File: config.mk
export PLATFORM = sky130hd
export DESIGN_NAME = input_irq_hold
export DESIGN_NICKNAME = d
export VERILOG_FILES = /design/src/rtl/irq_hold_pkg.sv /design/src/rtl/irq_hold_decode.sv /design/src/rtl/irq_hold_chan.sv /design/src/rtl/input_irq_hold.sv
export SDC_FILE = /design/constraint.sdc
export NUM_CORES = 1
export LEC_CHECK = 0
export BUFFER_PORTS_ARGS = -buffer_cell sky130_fd_sc_hd__buf_2
export CAP_MARGIN = 10
export CELL_PAD_IN_SITES_DETAIL_PLACEMENT = 1
export CELL_PAD_IN_SITES_GLOBAL_PLACEMENT = 2
export CORE_MARGIN = 4
export CORE_UTILIZATION = 16
export CTS_BUF_LIST = sky130_fd_sc_hd__clkbuf_4
export CTS_CLUSTER_SIZE = 24
export DETAILED_ROUTE_END_ITERATION = 8
export PLACE_DENSITY = 0.81
export SKIP_CTS_REPAIR_TIMING = 1
export SLEW_MARGIN = 15
export SYNTH_ARGS = -nofsm -noshare
export SYNTH_HDL_FRONTEND = slang
export SYNTH_SLANG_ARGS = --single-unit
File: constraint.sdc
create_clock -name clk -period 2.1 [get_ports clk]
set_clock_uncertainty 0.05 [all_clocks]
set_input_delay 0.315 -clock clk [delete_from_list [all_inputs] [get_ports clk]]
set_output_delay 0.315 -clock clk [all_outputs]
set_load 0.02 [all_outputs]
File: src/rtl/irq_hold_pkg.sv
package irq_hold_pkg;

    localparam int N_CH   = 2;
    localparam int CH_KBD = 0;
    localparam int CH_AUX = 1;

    typedef struct packed {
        logic en;
        logic held;
    } chan_state_t;

    function automatic logic next_held(input logic en_next, input logic src,
                                       input logic held_now, input logic release_rd);
        logic keep;
        keep = held_now & ~release_rd;
        return en_next & (src | keep);
    endfunction

endpackage

File: src/rtl/irq_hold_decode.sv
module irq_hold_decode #(
    parameter int              ADDR_W    = 16,
    parameter int              DATA_W    = 8,
    parameter logic [ADDR_W-1:0] PORT_ADDR = 16'h0060
) (
    input  logic              io_rd,
    input  logic [ADDR_W-1:0] io_addr,
    input  logic              any_en,
    output logic              claim,
    output logic [DATA_W-1:0] data
);
    localparam logic [DATA_W-1:0] ALL_ONES = {DATA_W{1'b1}};

    always_comb begin
        claim = io_rd && (io_addr == PORT_ADDR) && any_en;
        data  = claim ? ALL_ONES : '0;
    end
endmodule

File: src/rtl/irq_hold_chan.sv
module irq_hold_chan
    import irq_hold_pkg::*;
(
    input  logic clk,
    input  logic rst,
    input  logic strap,
    input  logic en_we,
    input  logic en_val,
    input  logic src,
    input  logic release_rd,
    output logic en_o,
    output logic req_o
);
    chan_state_t state_q;
    chan_state_t state_d;

    always_comb begin
        state_d.en   = en_we ? en_val : state_q.en;
        state_d.held = next_held(state_d.en, src, state_q.held, release_rd);
    end

    always_ff @(posedge clk) begin
        if (rst) begin
            state_q.en   <= strap;
            state_q.held <= 1'b0;
        end else begin
            state_q <= state_d;
        end
    end

    assign en_o  = state_q.en;
    assign req_o = state_q.en ? state_q.held : src;

    // an enabled source sets the hold
    p_hold_set_r1: assert property (@(posedge clk) disable iff (rst)
        (state_d.en && src) |=> state_q.held);

    // a release read with quiet source clears the hold
    p_release_r3: assert property (@(posedge clk) disable iff (rst)
        (release_rd && !src) |=> !state_q.held);

    // set and release in the same cycle keeps the request
    p_set_wins_r8: assert property (@(posedge clk) disable iff (rst)
        (release_rd && src && state_d.en) |=> state_q.held);

    // turning the channel off drops the hold
    p_disable_drop_r6: assert property (@(posedge clk) disable iff (rst)
        (en_we && !en_val) |=> (!state_q.held && !state_q.en));
endmodule

File: src/rtl/input_irq_hold.sv
module input_irq_hold
    import irq_hold_pkg::*;
#(
    parameter int                ADDR_W    = 16,
    parameter int                DATA_W    = 8,
    parameter logic [ADDR_W-1:0] PORT_ADDR = 16'h0060
) (
    input  logic              clk,
    input  logic              rst,
    input  logic [N_CH-1:0]   strap_en,
    input  logic [N_CH-1:0]   en_we,
    input  logic [N_CH-1:0]   en_val,
    input  logic [N_CH-1:0]   src_irq,
    input  logic              io_rd,
    input  logic [ADDR_W-1:0] io_addr,
    output logic [N_CH-1:0]   irq_req,
    output logic              rd_claim,
    output logic [DATA_W-1:0] rd_data
);
    logic [N_CH-1:0] en_vec;
    logic            claim;

    irq_hold_decode #(
        .ADDR_W   (ADDR_W),
        .DATA_W   (DATA_W),
        .PORT_ADDR(PORT_ADDR)
    ) decode_i (
        .io_rd  (io_rd),
        .io_addr(io_addr),
        .any_en (|en_vec),
        .claim  (claim),
        .data   (rd_data)
    );

    assign rd_claim = claim;

    for (genvar ch = 0; ch < N_CH; ch++) begin : g_chan
        irq_hold_chan chan_i (
            .clk       (clk),
            .rst       (rst),
            .strap     (strap_en[ch]),
            .en_we     (en_we[ch]),
            .en_val    (en_val[ch]),
            .src       (src_irq[ch]),
            .release_rd(claim),
            .en_o      (en_vec[ch]),
            .req_o     (irq_req[ch])
        );
    end

    // the port is served only while some channel is enabled
    p_claim_needs_en_r5: assert property (@(posedge clk) disable iff (rst)
        rd_claim |-> (en_vec != '0));

    // served reads return all ones
    p_claim_data_r4: assert property (@(posedge clk) disable iff (rst)
        rd_claim |-> (rd_data == {DATA_W{1'b1}}));

    // a read elsewhere is never claimed
    p_other_addr_r10: assert property (@(posedge clk) disable iff (rst)
        (io_addr != PORT_ADDR) |-> !rd_claim);
endmodule

After elaboration in Yosys (flattened, before gate mapping)
Index checks and enable logic that the tools add are counted.
{"block": "word_totals", "regBits": 4, "in_bits": 27, "output_inout_bits": 11, "elab_cells": 22}
{"block": "classes", "eq_ne": 1, "mux": 7, "n_bitwise": 7, "reduce_logical": 3}
{"operator": "16-bit by 7-bit == test with 1-bit output (second input constant)", "n": 1}
{"operator": "8-bit 2-to-1 mux", "n": 1}
{"operator": "1-bit bitwise AND", "n": 4}
{"operator": "1-bit 2-to-1 mux", "n": 4}
{"operator": "2-bit 2-to-1 mux", "n": 2}
{"operator": "1-bit logical AND", "n": 2}
{"operator": "1-bit bitwise OR", "n": 2}
{"operator": "2-bit OR reduction", "n": 1}
{"operator": "1-bit NOT", "n": 1}

Logic depth before layout (Yosys ltp)
Gate-level depths: netlist (run 1).
{"block": "logic_depth", "ltp_word": 8, "depth_mapped": 4, "depth_no_buf": 3}

Modules after synthesis
Synthesis (run 1) repeated with hierarchy kept, for this count alone.
{"block": "hier_totals", "cells_unflattened": 32, "area_unflattened_um2": 330.3}
{"mod": "irq_hold_chan", "n_inst": 2, "cells_per_inst": 8, "area_each_um2": 101.3, "seq_area_each_um2": 40.0}
{"mod": "irq_hold_decode", "n_inst": 1, "cells_per_inst": 15, "area_each_um2": 121.4, "seq_area_each_um2": 0.0}
{"mod": "input_irq_hold", "n_inst": 1, "cells_per_inst": 1, "area_each_um2": 6.3, "seq_area_each_um2": 0.0}

Worst setup path before layout (run 1)
OpenSTA, ideal clock, no wires.
{"block": "synth_path", "path_type": "input -> output", "startpoint": "input io_addr[11]", "endpoint": "output rd_data[0]", "arrival_ns": 1.758, "t_required_ns": 1.735, "slack_ns": -0.023, "stages": 4, "path_buffers": 1, "path_cell_list": "or4_4 > nor4b_4 > and4_1 > buf_4"}
{"block": "synth_between", "elab_chain_len": 4}
{"item": "start, declared", "line_no": "input_irq_hold.sv:15", "text": "input logic [ADDR_W-1:0] io_addr,"}
{"item": "16-bit by 7-bit == test with 1-bit output", "line_no": "irq_hold_decode.sv:15", "text": "claim = io_rd && (io_addr == PORT_ADDR) && any_en;"}
{"item": "1-bit logical AND (2 in series)", "line_no": "irq_hold_decode.sv:15"}
{"item": "named net rd_claim", "line_no": "input_irq_hold.sv:17", "text": "output logic rd_claim,"}
{"item": "8-bit 2-to-1 mux", "line_no": "irq_hold_decode.sv:16", "text": "data = claim ? ALL_ONES : '0;"}
{"item": "end, declared", "line_no": "input_irq_hold.sv:18", "text": "output logic [DATA_W-1:0] rd_data"}
The timed path passes the listed nets, and every way through them passes these cells.

Worst setup path after layout (run 1)
{"block": "layout_path", "startpoint": "input io_addr[11]", "endpoint": "output rd_data[3]"}
{"block": "layout_between", "elab_chain_len": 4}
{"item": "16-bit by 7-bit == test with 1-bit output", "line_no": "irq_hold_decode.sv:15"}
{"item": "1-bit logical AND (2 in series)", "line_no": "irq_hold_decode.sv:15"}
{"item": "8-bit 2-to-1 mux", "line_no": "irq_hold_decode.sv:16"}
No other way between the ends.

==> flow_metrics.py, run 1 <==
metrics = {
    "global_route": {
        "grt_start_max_net_pins": 10,
        "grt_overflow": 0,
        "grt_pass1_wl_um": 1740,
        "antenna_found_initial": 0,
        "grt_pass1_vias": 396,
        "track_usage_pct": 8.51,
    },
    "power": {
        "power_mw": 0.242,
        "power_per_cell_area_nw_per_um2": 472,
        "total_leakage_power_nw": 0.276,
        "ir_drop_uv": 193,
    },
    "critical_path": {
        "cp.required_ns": 1.74,
        "crit_top_cell": "buf_2",
        "critPathMaxFanout": 9,
        "regToRegSetupSlack_ns": 0.99,
        "path_class": "in -> out",
        "crit_path_end_kind": "output pin",
        "cp.arrival_ns": 1.73,
        "r2r-end": "g_chan[1].chan_i.state_q[0]$_SDFF_PP0_",
        "cpPeakStageDelay_ns": 0.54,
        "critPathLaunchType": "input pin",
        "r2r-start": "g_chan[0].chan_i.en_o$_DFF_P_",
        "critPathLaunch": "io_addr[11]",
        "reg2reg_depth": 3,
        "crit_chain": "buf_2, or4_4, nor4b_4, and4_4, buf_2",
        "crit_slowest_cell": "or4_4",
    },
    "sta": {
        "setup_viol": 0,
        "fmax_mhz": 476,
        "worst_pin_slew_ns": 0.363,
        "period_needed_ns": 2.10,
        "rsz0062_at_grt": "yes",
        "maxSlewHeadroom_pct": 75.4,
        "hold_viol": 0,
        "final.setup.tns_ns": 0,
        "finalCritPeriodShare_pct": 100,
        "report.final.slew_viol_count": 0,
        "fin_ws_ns": 0.000698,
    },
    "place": {
        "dp_hpwl_um": 1010,
        "post-place-ws_ns": -0.0799,
        "place_area_um2": 489,
        "port_buffers": 37,
        "gp_congestion": 0.580,
    },
    "yosys": {
        "synth.avg_cell_area_um2": 8.82,
        "synth_xor_area_share_pct": 0,
        "syn_nets": 66,
        "yosysUniqueCellTypes": 16,
        "synth_seq_cells": 4,
        "synthAdderAreaFrac_pct": 0,
        "ys_seq_area_share_pct": 23.3,
        "yosys.area_share.simple_pct": 31.6,
        "synth-compound-area-share_pct": 8.00,
        "synth_top_family_by_area": "simple AND/OR/NAND/NOR gates",
        "syn_area_um2": 344,
        "yosys_warnings": 0,
        "synthMuxAreaShare_pct": 13.1,
        "synthCells": 39,
    },
    "floorplan": {
        "fp.dieArea_um2": 2960,
        "start_util_pct": 17.2,
        "die_h_um": 54.4,
        "io_pins": 38,
        "fp.coreArea_um2": 2000,
        "die_x_um": 54.4,
        "fp-row-count": 16,
    },
    "detailed_routing": {
        "ant_nets": 0,
        "drt-total-wl_um": 1090,
        "vias_per_cell": 3.92,
        "wl_per_cell_um": 11.3,
        "drc": 0,
        "firstDrtPassIters": 2,
        "drtIter0Drc": 3,
        "num_vias": 376,
    },
    "cells_and_area": {
        "area_delta_synth_final_pct": 49.1,
        "fin_util_pct": 25.6,
        "n_fill_cell": 269,
        "diodes": 0,
        "layout-drive-gt1-share_pct": 65.2,
        "nets": 98,
        "finalInstanceArea_um2": 513,
    },
    "cts": {
        "cts_tree": "built",
        "htreeDepth": 1,
        "cts.sinks": 4,
        "path_clk_slew_ns": 0.04,
        "insertion_delay_ns": 0.23,
        "cts_root_buffer": "clkbuf_4",
        "cts_max_path_buffers": 2,
        "cts_buffers": 3,
    },
    "run": {
        "drv_cap": 0,
    },
    "status": {
        "status": "completed",
    },
    "hold_path": {
        "min_from": "strap_en[0]",
        "min_path_cells": 2,
        "min_path_type": "in -> reg",
        "min_to": "g_chan[0].chan_i.en_o$_DFF_P_",
    },
}
-- worst max-delay path, delay by kind of cell --
| family | cells | cell delay (ns) |
|---|---|---|
| and+or+nand+nor | 3 | 1.14 |
| buffers and inverters | 2 | 0.28 |
-- cell type report --
class                      count  area (um^2)  share of cell area, %
multi-input combinational     23          184                   35.9
timing repair buffer          37          185                   36.1
inverter                       2         7.51                   1.46
clock buffer                   3         22.5                   4.39
sequential                     4         80.1                   15.6
tap                           27         33.8                   6.59
-- cells in the final DEF (no fill, tap or decap), drive strengths merged --
master,count
a311oi,2
and2,1
and4,2
buf,37
clkbuf,3
dfxtp,4
inv,2
mux2,4
nand2,2
nand2b,2
nor2,4
nor4,1
nor4b,2
o21ai,2
or4,1
-- sequential cells by signal, indices dropped and copies added, names as in the netlist --
name                   cells
g_chan.chan_i.en_o         2
g_chan.chan_i.state_q      2
-- per-stage QoR --
step,instances,hold slack [ns]
3_5_place_dp,93,0.446
2_1_floorplan,39,0.411
5_1_grt,96,0.254
3_3_place_gp,93,0.435
4_1_cts,96,0.252
6_report,96,0.260
-- routing by layer --
| layer | GRT usage (%) | wire length, um | vias to the layer above |
|---|---|---|---|
| li1 | - | - | 193 |
| met1 | 8.59 | 356 | 170 |
| met2 | 14.9 | 625 | 13 |
| met3 | 3.00 | 103 | 0 |
| met4 | 4.98 | 0 | 0 |
| met5 | 0 | 0 | - |
-- report_power, final --
group          internal [mW]  leakage [nW]  switching (mW)
registers             0.0831        0.0333         0.00545
logic                 0.0334         0.229          0.0253
clock network         0.0639        0.0138          0.0310
-- logic make-up (layout without fill, tap and decap cells) --
| kind of cell | after synthesis | count (layout) |
|---|---|---|
| flops | 4 | 4 |
| buf+inv | 12 | 42 |
| simple gates | 15 | 15 |
| mux | 4 | 4 |
| compound gates | 4 | 4 |
-- worst max-delay path by stage --
stage                     depth (start not counted)  slack, ns         end
final                                             5     0.0007  rd_data[3]
after global routing                              5      -0.07  rd_data[3]
after CTS                                         5      -0.08  rd_data[3]
after detailed placement                          5      -0.08  rd_data[3]
after global placement                            5     -0.006    rd_claim
after floorplan                                   4       0.07  rd_data[0]
-- Yosys cell counts --
master | instances | area, um^2
a311oi_1 | 2 | 17.5
and2_1 | 1 | 6.26
and4_1 | 2 | 17.5
buf_4 | 10 | 75.1
dfxtp_1 | 4 | 80.1
inv_1 | 2 | 7.51
mux2_1 | 2 | 22.5
mux2_2 | 2 | 22.5
nand2_1 | 2 | 7.51
nand2b_1 | 2 | 12.5
nor2_1 | 4 | 15.0
nor4_1 | 1 | 6.26
nor4b_1 | 1 | 8.76
nor4b_4 | 1 | 23.8
o21ai_0 | 2 | 10.0
or4_4 | 1 | 11.3
(Power assumes the default switching activity.)
==> run 2, diff against run 1 <==
--- a/config.mk
+++ b/config.mk
@@ -14,7 +14,7 @@
 export CTS_BUF_LIST = sky130_fd_sc_hd__clkbuf_4
 export CTS_CLUSTER_SIZE = 24
 export DETAILED_ROUTE_END_ITERATION = 8
-export PLACE_DENSITY = 0.81
+export PLACE_DENSITY = 0.91
 export SKIP_CTS_REPAIR_TIMING = 1
 export SLEW_MARGIN = 15
 export SYNTH_ARGS = -nofsm -noshare
==> run 2 against run 1 <==
Sequential share of layout area fell by 0.30 points; worst hold slack barely moved; count of clock-buffer cells in the layout stayed put; largest cell class unchanged; highest routed layer unchanged.
==> flow_metrics.py, run 2 (synthesis results as in run 1) <==
metrics = {
    "status": {
        "status": "completed",
    },
    "global_route": {
        "grt_pass1_vias": 410,
        "grt_start_max_net_pins": 10,
        "grt_use_met1_pct": 5.98,
        "track_usage_pct": 7.26,
        "grt-busiest-layer": "met2",
        "grt_overflow": 0,
        "use_met3_pct": 4.36,
        "grt_pass1_wl_um": 1530,
        "antenna_found_initial": 0,
        "met2_usage_pct": 15.1,
    },
    "critical_path": {
        "r2r-start": "g_chan[0].chan_i.en_o$_DFF_P_",
        "reg2reg_depth": 4,
        "crit_path_end_kind": "output pin",
        "worstSetupEndpoint": "rd_data[6]",
        "crit_slowest_cell": "or4_4",
        "crit_chain": "buf_2, or4_4, nor4b_4, and4_4, buf_2",
        "critPathMaxFanout": 9,
        "path_class": "in -> out",
        "critPathLaunch": "io_addr[11]",
        "cp.required_ns": 1.74,
        "regToRegSetupSlack_ns": 0.96,
        "critPathLaunchType": "input pin",
        "crit_top_cell": "buf_2",
        "r2r-end": "g_chan[0].chan_i.state_q[0]$_SDFF_PP0_",
        "cp.arrival_ns": 1.67,
        "cpPeakStageDelay_ns": 0.53,
    },
    "floorplan": {
        "die_h_um": 54.4,
        "io_pins": 38,
        "fp.coreArea_um2": 2000,
        "die_x_um": 54.4,
        "fp.dieArea_um2": 2960,
        "start_util_pct": 17.2,
        "fp-row-count": 16,
    },
    "cts": {
        "cts_max_path_buffers": 2,
        "cts_tree": "built",
        "htreeDepth": 1,
        "cts.sinks": 4,
        "insertion_delay_ns": 0.23,
        "cts_buffers": 3,
        "cts_root_buffer": "clkbuf_4",
        "path_clk_slew_ns": 0.04,
    },
    "hold_path": {
        "min_path_type": "in -> reg",
    },
    "detailed_routing": {
        "ant_nets": 0,
        "drt-total-wl_um": 1070,
        "firstDrtPassIters": 4,
        "num_vias": 383,
        "vias_per_cell": 3.95,
        "wl_per_cell_um": 11.0,
        "drc": 0,
        "drtIter0Drc": 1,
    },
    "sta": {
        "final.setup.tns_ns": 0,
        "rsz0062_at_grt": "no",
        "finalCritPeriodShare_pct": 96.9,
        "period_needed_ns": 2.03,
        "worst_pin_slew_ns": 0.385,
        "hold_viol": 0,
        "maxSlewHeadroom_pct": 74.1,
        "report.final.slew_viol_count": 0,
        "fmax_mhz": 492,
        "setup_viol": 0,
    },
    "place": {
        "gp_congestion": 0.642,
        "dp_hpwl_um": 986,
        "port_buffers": 37,
        "place_area_um2": 497,
    },
    "power": {
        "power_per_cell_area_nw_per_um2": 461,
        "switching_power_mw": 0.0605,
        "ir_drop_uv": 262,
        "p_int_mw": 0.181,
        "seqPwrFrac_pct": 36.6,
        "total_leakage_power_nw": 0.282,
        "pwr-share-comb_pct": 24.5,
        "switching_share_pct": 25.1,
        "power_mw": 0.241,
        "pwr-share-clk_pct": 38.9,
    },
    "cells_and_area": {
        "final_common_cell": "buf_2",
        "nets": 99,
        "diodes": 0,
        "n_fill_cell": 268,
        "mostFrequentLayoutCells": "buf_2, nor2_1, dfxtp_1",
        "finalInstanceArea_um2": 523,
        "area_delta_synth_final_pct": 52.0,
        "layout-drive-gt1-share_pct": 65.7,
    },
    "run": {
        "drv_cap": 0,
    },
}
## run 2: power groups by stage
stage	combinational (mW)	clock (mW)	sequential, mW
6_report	0.0589	0.0938	0.0883
5_1_grt	0.0648	0.105	0.0893
4_1_cts	0.0600	0.100	0.0887
3_5_place_dp	0.0599	0	0.0899
3_3_place_gp	0.0580	0	0.0891
2_1_floorplan	0.0329	0	0.0877
## run 2: worst min-delay path by stage
stage	to	depth (start not counted)	from	slack [ns]
after floorplan	g_chan[0].chan_i.en_o$_DFF_P_	1	strap_en[0]	0.41
after global placement	g_chan[0].chan_i.state_q[0]$_SDFF_PP0_	2	g_chan[0].chan_i.state_q[0]$_SDFF_PP0_	0.43
after detailed placement	g_chan[1].chan_i.state_q[0]$_SDFF_PP0_	2	g_chan[1].chan_i.state_q[0]$_SDFF_PP0_	0.44
after CTS	g_chan[0].chan_i.en_o$_DFF_P_	2	strap_en[0]	0.25
after global routing	g_chan[0].chan_i.en_o$_DFF_P_	2	strap_en[0]	0.25
final	g_chan[0].chan_i.en_o$_DFF_P_	2	strap_en[0]	0.26
## run 2: through the flow
stage / setup slack [ns] / util [%] / hold slack, ns / cells
after floorplan: 0.0723 / - / 0.411 / 39
after global placement: 0.0337 / 24.8 / 0.431 / 94
after detailed placement: 0.0154 / 24.8 / 0.444 / 94
after CTS: 0.00753 / 25.9 / 0.252 / 97
after global routing: 0.000678 / 26.1 / 0.254 / 97
final: 0.0661 / 26.1 / 0.261 / 97
## run 2: layout make-up
class | instances | area [um^2] | share of cell area (%)
timing repair buffer | 38 | 195 | 37.3
sequential | 4 | 80.1 | 15.3
inverter | 2 | 7.51 | 1.44
clock buffer | 3 | 22.5 | 4.31
multi-input combinational | 23 | 184 | 35.2
tap | 27 | 33.8 | 6.46
## run 2: metal layers
layer / vias to the layer above / wire length (um)
met3: 0 / 93
met2: 14 / 632
li1: 191 / -
met4: 0 / 0
met1: 178 / 341
met5: - / 0
## run 2: critical path, delay by kind of cell
family	cells	cell delay [ns]
buffers and inverters	2	0.27
and+or+nand+nor	3	1.08
